### src/rtl/swb_pkg.sv
package swb_pkg;

  typedef enum logic [2:0] {
    ST_IDLE   = 3'd0,
    ST_SLOT   = 3'd1,
    ST_LONG   = 3'd2,
    ST_RSTLOW = 3'd3,
    ST_PDELAY = 3'd4,
    ST_PRES   = 3'd5
  } swb_state_e;

  typedef struct packed {
    logic rd;
    logic tx;
  } slot_cfg_t;

  function automatic int unsigned max2(input int unsigned a, input int unsigned b);
    return (a > b) ? a : b;
  endfunction

endpackage

### src/rtl/swb_edge_det.sv
module swb_edge_det (
  input  logic clk,
  input  logic rst,
  input  logic line_in,
  output logic fall
);
  logic line_q;

  always_ff @(posedge clk) begin
    if (rst) line_q <= 1'b1;
    else     line_q <= line_in;
  end

  assign fall = line_q & ~line_in;
endmodule

### src/rtl/swb_us_timer.sv
module swb_us_timer #(
  parameter int W = 9
) (
  input  logic         clk,
  input  logic         rst,
  input  logic         clr,
  input  logic         inc,
  output logic [W-1:0] cnt
);
  localparam logic [W-1:0] TOP = {W{1'b1}};

  always_ff @(posedge clk) begin
    if (rst || clr)        cnt <= '0;
    else if (inc && cnt != TOP) cnt <= cnt + 1'b1;
  end
endmodule

### src/rtl/swb_slot_fsm.sv
module swb_slot_fsm
  import swb_pkg::*;
#(
  parameter int W             = 9,
  parameter int RESET_MIN_US  = 480,
  parameter int SLOT_MAX_US   = 120,
  parameter int SAMPLE_US     = 30,
  parameter int HOLD_US       = 45,
  parameter int PRES_DELAY_US = 30,
  parameter int PRES_WIDTH_US = 120
) (
  input  logic         clk,
  input  logic         rst,
  input  logic         tick_us,
  input  logic         line_in,
  input  logic         fall,
  input  logic         tx_bit,
  input  logic         read_mode,
  input  logic [W-1:0] cnt,
  output logic         cnt_clr,
  output logic         cnt_inc,
  output logic         drive_low,
  output logic         rx_bit,
  output logic         rx_valid,
  output logic         reset_seen
);
  localparam logic [W-1:0] C_RESET  = W'(RESET_MIN_US);
  localparam logic [W-1:0] C_SLOT   = W'(SLOT_MAX_US);
  localparam logic [W-1:0] C_SAMPLE = W'(SAMPLE_US);
  localparam logic [W-1:0] C_HOLD   = W'(HOLD_US);
  localparam logic [W-1:0] C_PDLY   = W'(PRES_DELAY_US);
  localparam logic [W-1:0] C_PWID   = W'(PRES_WIDTH_US);

  swb_state_e state, state_n;
  slot_cfg_t  cfg, cfg_n;
  logic       have, have_n;
  logic       samp, samp_n;
  logic       drive_n, rxv_n, rxb_n, rst_n;
  logic [W-1:0] cnt_nx, cnt_after;

  assign cnt_nx = cnt + 1'b1;

  always_comb begin
    state_n = state;
    cfg_n   = cfg;
    have_n  = have;
    samp_n  = samp;
    cnt_clr = 1'b0;
    cnt_inc = 1'b0;
    rxv_n   = 1'b0;
    rxb_n   = rx_bit;
    rst_n   = 1'b0;
    unique case (state)
      ST_IDLE: begin
        if (fall) begin
          state_n  = ST_SLOT;
          cnt_clr  = 1'b1;
          cfg_n.rd = read_mode;
          cfg_n.tx = tx_bit;
          have_n   = 1'b0;
        end
      end
      ST_SLOT: begin
        if (!cfg.rd && have && line_in) begin
          rxv_n   = 1'b1;
          rxb_n   = samp;
          have_n  = 1'b0;
          state_n = ST_IDLE;
        end else if (cfg.rd && cnt >= C_HOLD && line_in) begin
          state_n = ST_IDLE;
        end else if (tick_us) begin
          cnt_inc = 1'b1;
          if (!cfg.rd && cnt_nx == C_SAMPLE) begin
            samp_n = line_in;
            have_n = 1'b1;
          end
          if (cnt_nx == C_SLOT && !line_in) begin
            state_n = ST_LONG;
            have_n  = 1'b0;
          end
        end
      end
      ST_LONG: begin
        if (line_in) begin
          state_n = ST_IDLE;
        end else if (tick_us) begin
          cnt_inc = 1'b1;
          if (cnt_nx == C_RESET) state_n = ST_RSTLOW;
        end
      end
      ST_RSTLOW: begin
        if (line_in) begin
          state_n = ST_PDELAY;
          cnt_clr = 1'b1;
          rst_n   = 1'b1;
        end
      end
      ST_PDELAY: begin
        if (tick_us) begin
          cnt_inc = 1'b1;
          if (cnt_nx == C_PDLY) begin
            state_n = ST_PRES;
            cnt_clr = 1'b1;
          end
        end
      end
      ST_PRES: begin
        if (tick_us) begin
          cnt_inc = 1'b1;
          if (cnt_nx == C_PWID) state_n = ST_IDLE;
        end
      end
      default: state_n = ST_IDLE;
    endcase
  end

  always_comb begin
    if (cnt_clr)      cnt_after = '0;
    else if (cnt_inc) cnt_after = cnt_nx;
    else              cnt_after = cnt;
    drive_n = (state_n == ST_PRES) ||
              (state_n == ST_SLOT && cfg_n.rd && !cfg_n.tx && cnt_after < C_HOLD);
  end

  always_ff @(posedge clk) begin
    if (rst) begin
      state      <= ST_IDLE;
      cfg        <= '0;
      have       <= 1'b0;
      samp       <= 1'b0;
      drive_low  <= 1'b0;
      rx_bit     <= 1'b0;
      rx_valid   <= 1'b0;
      reset_seen <= 1'b0;
    end else begin
      state      <= state_n;
      cfg        <= cfg_n;
      have       <= have_n;
      samp       <= samp_n;
      drive_low  <= drive_n;
      rx_bit     <= rxb_n;
      rx_valid   <= rxv_n;
      reset_seen <= rst_n;
    end
  end
endmodule

### src/rtl/swb_responder.sv
module swb_responder
  import swb_pkg::*;
#(
  parameter int RESET_MIN_US  = 480,
  parameter int SLOT_MAX_US   = 120,
  parameter int SAMPLE_US     = 30,
  parameter int HOLD_US       = 45,
  parameter int PRES_DELAY_US = 30,
  parameter int PRES_WIDTH_US = 120
) (
  input  logic clk,
  input  logic rst,
  input  logic tick_us,
  input  logic line_in,
  input  logic tx_bit,
  input  logic read_mode,
  output logic drive_low,
  output logic rx_bit,
  output logic rx_valid,
  output logic reset_seen
);
  localparam int unsigned LIMIT = max2(max2(RESET_MIN_US, SLOT_MAX_US),
                                       max2(PRES_DELAY_US, PRES_WIDTH_US));
  localparam int CW = $clog2(LIMIT + 2);

  logic          fall, cnt_clr, cnt_inc;
  logic [CW-1:0] cnt;

  swb_edge_det u_edge (
    .clk(clk), .rst(rst), .line_in(line_in), .fall(fall)
  );

  swb_us_timer #(.W(CW)) u_timer (
    .clk(clk), .rst(rst), .clr(cnt_clr), .inc(cnt_inc), .cnt(cnt)
  );

  swb_slot_fsm #(
    .W(CW), .RESET_MIN_US(RESET_MIN_US), .SLOT_MAX_US(SLOT_MAX_US),
    .SAMPLE_US(SAMPLE_US), .HOLD_US(HOLD_US),
    .PRES_DELAY_US(PRES_DELAY_US), .PRES_WIDTH_US(PRES_WIDTH_US)
  ) u_fsm (
    .clk(clk), .rst(rst), .tick_us(tick_us), .line_in(line_in), .fall(fall),
    .tx_bit(tx_bit), .read_mode(read_mode), .cnt(cnt),
    .cnt_clr(cnt_clr), .cnt_inc(cnt_inc), .drive_low(drive_low),
    .rx_bit(rx_bit), .rx_valid(rx_valid), .reset_seen(reset_seen)
  );
endmodule

### config.mk
export PLATFORM = sky130hd
export DESIGN_NAME = swb_responder
export DESIGN_NICKNAME = d
export VERILOG_FILES = /design/src/rtl/swb_pkg.sv /design/src/rtl/swb_edge_det.sv /design/src/rtl/swb_us_timer.sv /design/src/rtl/swb_slot_fsm.sv /design/src/rtl/swb_responder.sv
export SDC_FILE = /design/constraint.sdc
export NUM_CORES = 1
export LEC_CHECK = 0
export ABC_AREA = 1
export BUFFER_PORTS_ARGS = -buffer_cell sky130_fd_sc_hd__buf_2
export CAP_MARGIN = 30
export CORE_ASPECT_RATIO = 1.25
export CORE_UTILIZATION = 40
export DETAILED_ROUTE_END_ITERATION = 10
export SETUP_SLACK_MARGIN = 0.5
export SLEW_MARGIN = 40
export SYNTH_ARGS = -nofsm -noshare
export SYNTH_HDL_FRONTEND = slang
export SYNTH_SLANG_ARGS = --single-unit
### constraint.sdc
create_clock -name clk -period 2.1 [get_ports clk]
set_clock_uncertainty 0.2 [all_clocks]
set_input_delay 0.105 -clock clk [delete_from_list [all_inputs] [get_ports clk]]
set_output_delay 0.105 -clock clk [all_outputs]
set_load 0.005 [all_outputs]
==> results.md <==
* CP Class: register to register
* Die Height at 67.5 µm
* Max IR drop VDD at 0.391 mV
* Fin nets at 283
* Site Rows at 23
* Ys flop type: dfxtp_1
* Fmax at 463 MHz
* Setup repair after global routing missed its margin: yes
* Gr ovfl total at 0
* CTS root buf: clkbuf_8
* Drt drc at 0
* CTS max path bufs at 2
* DP Wirelength at 2760 µm
* Relative slew slack at 77.9%
* Avg WL per Cell at 12.4 µm
* Crit end category: register
* Post-synth top area cell: dfxtp_1
* Vias in the first global route at 1510
* Internal Power at 0.590 mW
* Worst r2r src: u_timer.cnt[5]
* Final Setup Violations at 2
* Power per standard cell area at 420 nW/µm²
* Register-to-Register Setup Slack at -0.06 ns
* Hold Path Sink: u_fsm.samp
* Global-route wire length before repair at 6180 µm
* Initial antenna violation count at 0
* DRT Pass-1 Iters at 4
* Clk pwr share at 33.4%
* Top-Level Pins at 10
* Via count at 1549
* Max-Cap Viols at 0
* Die width at 54.4 µm
* Flops & latches, synth at 21
* Top cells by count, synth: 64 x nand2_1, 37 x inv_1, 35 x nor2_1
* Final antenna-violating net count at 0
* Crit-path max FO at 4
* Top cells by area, synth: dfxtp_1 31%, nand2_1 17%, inv_1 10%, nor2_1 9.6%, nand3_1 7.7%
* Sw frac at 26.7%
* Sequential share of power at 50.5%
* Violated checks: setup timing
* CTS Buf Count at 3
* Fin area at 1920 µm²
* Fin crit period at 2.16 ns
* Post-synth ARST share at 0%
* CTS clk-pin slew, worst paths at 0.08 ns
* Setup ws final at -0.0602 ns
* Crit start category: register
* Syn Nets at 239
* Total GRT Usage at 23.2%
* YS warnings at 0
* Hold Slack at 0.0689 ns
* Post-Syn Area at 1370 µm²
* Outcome: complete, but fails checks
* CTS sink cnt at 21
* Hold/Removal Path Class: input port to register
* FF-to-FF End: u_fsm.drive_low
* Netlist cell types at 26
* Slew at the pin closest to its max-slew limit at 0.330 ns
* Final Wtd Congestion at 0.876
* Initial DRC count at 20
* Diodes inserted at 0
* Dpl cell area at 1620 µm²
* Area share of the largest cell type after synthesis at 30.6%
* I/O Buffers at 9
* Initial Utilization at 42.2%
* Routed WL at 3820 µm
* Post-Synthesis Cells at 229
* Final period util at 103%
* Reg2reg path depth at 15
* EDFF count, synth at 0
* Sequential cell area fraction in the yosys report at 30.6%
* Synthesis-to-finish area growth at 39.4%
* Largest net degree at the start of global routing at 13
* Final Hold Fails at 0
* Syn avg cell area at 6.00 µm²
* H-tree Lvls at 1
* Hold_sp: line_in
* Area of the die at 3670 µm²
* Critical path arrival at 2.13 ns
* Max Transition Viols Final at 0
* Switching power at 0.215 mW
* Lkg Pwr at 0.917 nW
* Core Area at 3250 µm²
* Via/cell ratio at 5.01
* Worst hold path depth at 3
* Top-count cell post-synth: nand2_1
* Clock insertion delay at the later pin of the skew report at 0.26 ns
* Comb pwr share at 16.0%
* Critical path required time at 2.07 ns
* Fraction of layout instances using a drive strength above 1 at 33.1%
* CTS tree: built
* Total power at 0.805 mW
-- metal layers --
layer	share of wire (%)	GRT usage (%)	vias to the layer above
li1	-	-	802
met1	42	23.3	713
met2	53	45.3	25
met3	2.3	2.03	9
met4	2.5	11.5	0
met5	0	0	-
-- power groups by stage --
stage	logic (mW)	clock network (mW)	registers [mW]
after global routing	0.143	0.289	0.408
final	0.129	0.269	0.407
after global placement	0.102	0	0.418
after detailed placement	0.102	0	0.419
after floorplan	0.0646	0	0.419
after CTS	0.120	0.273	0.409
-- registers in the layout, indices dropped and copies added, names as in the netlist --
signal / cells
u_fsm.rx_valid: 1
u_fsm.state: 3
u_fsm.cfg: 2
u_fsm.samp: 1
u_edge.line_q: 1
u_fsm.rx_bit: 1
u_fsm.drive_low: 1
u_timer.cnt: 9
u_fsm.reset_seen: 1
u_fsm.have: 1
-- worst max path at each step --
stage	from	to	depth (start not counted)
4_1_cts	u_timer.cnt[3]	u_fsm.drive_low	15
3_3_place_gp	u_timer.cnt[3]	u_fsm.drive_low	16
5_1_grt	u_timer.cnt[5]	u_fsm.drive_low	15
3_5_place_dp	u_timer.cnt[0]	u_fsm.drive_low	15
6_report	u_timer.cnt[5]	u_fsm.drive_low	15
2_1_floorplan	u_timer.cnt[4]	u_fsm.drive_low	16
-- placed cells by master (no fill, tap or decap), drive strengths merged --
cell         synthesis  final
nand2               69     70
o21a                 1      1
o21ai                5      5
or2                  2      2
dlygate4sd3          0      4
dfxtp               21     21
a31oi                2      2
inv                 39     39
ha                   4      4
a21boi               1      1
nand3               22     22
nand4                3      3
clkinv               1      2
nor3                 6      6
o22ai                1      1
buf                  0     36
clkbuf               2      3
nor2                35     35
a21oi               15     15
-- per-stage QoR --
stage	std cells	TNS (ns)	util (%)	setup WS, ns
6_report	309	-0.0834	58.9	-0.0602
5_1_grt	309	-1.15	58.9	-0.260
4_1_cts	305	0	55.8	0.0156
3_5_place_dp	291	0	49.9	0.000415
3_3_place_gp	291	0	49.9	0.0169
2_1_floorplan	229	0	-	0.0426
-- logic make-up after synthesis --
family                   count (synthesis)  synth area share [%]
buffers and inverters                   42                  11.8
AND/OR/NAND/NOR                        137                  43.1
flip-flops                              21                  30.6
AO/OA/AOI/OAI                           25                  10.8
adder cells (fa/ha/maj)                  4                  3.64
-- layout make-up --
type,count,area (µm²)
multi-input combinational,167,931
tap,37,46.3
inverter,40,156
clock buffer,3,41.3
fill,327,1340
clock inverter,1,5.00
timing repair buffer,40,299
sequential,21,437
-- worst max-delay path, cell delays in order, from the launching register on --
cell and delay [ns]:
dfxtp_2 0.34, nand2_2 0.06, nor2_4 0.12, nand3_2 0.11
nor2_4 0.14, ha_4 0.22, inv_4 0.06, nand2_2 0.05
nor2_2 0.10, nand2_1 0.06, nor2_2 0.14, nand3_1 0.10
nand2_2 0.10, nand3_1 0.09, a21oi_2 0.11, nor2_1 0.05
-- what timing repair did --
item	CTS	global route
cloned	1	0
hold endpoints to repair	8	0
pin swaps	5	16
buffers inserted	5	4
endpoints found under the setup margin	16	16
hold buffers	4	0
resized for setup	18	20
Note: power is estimated with default switching activity, not from simulation.
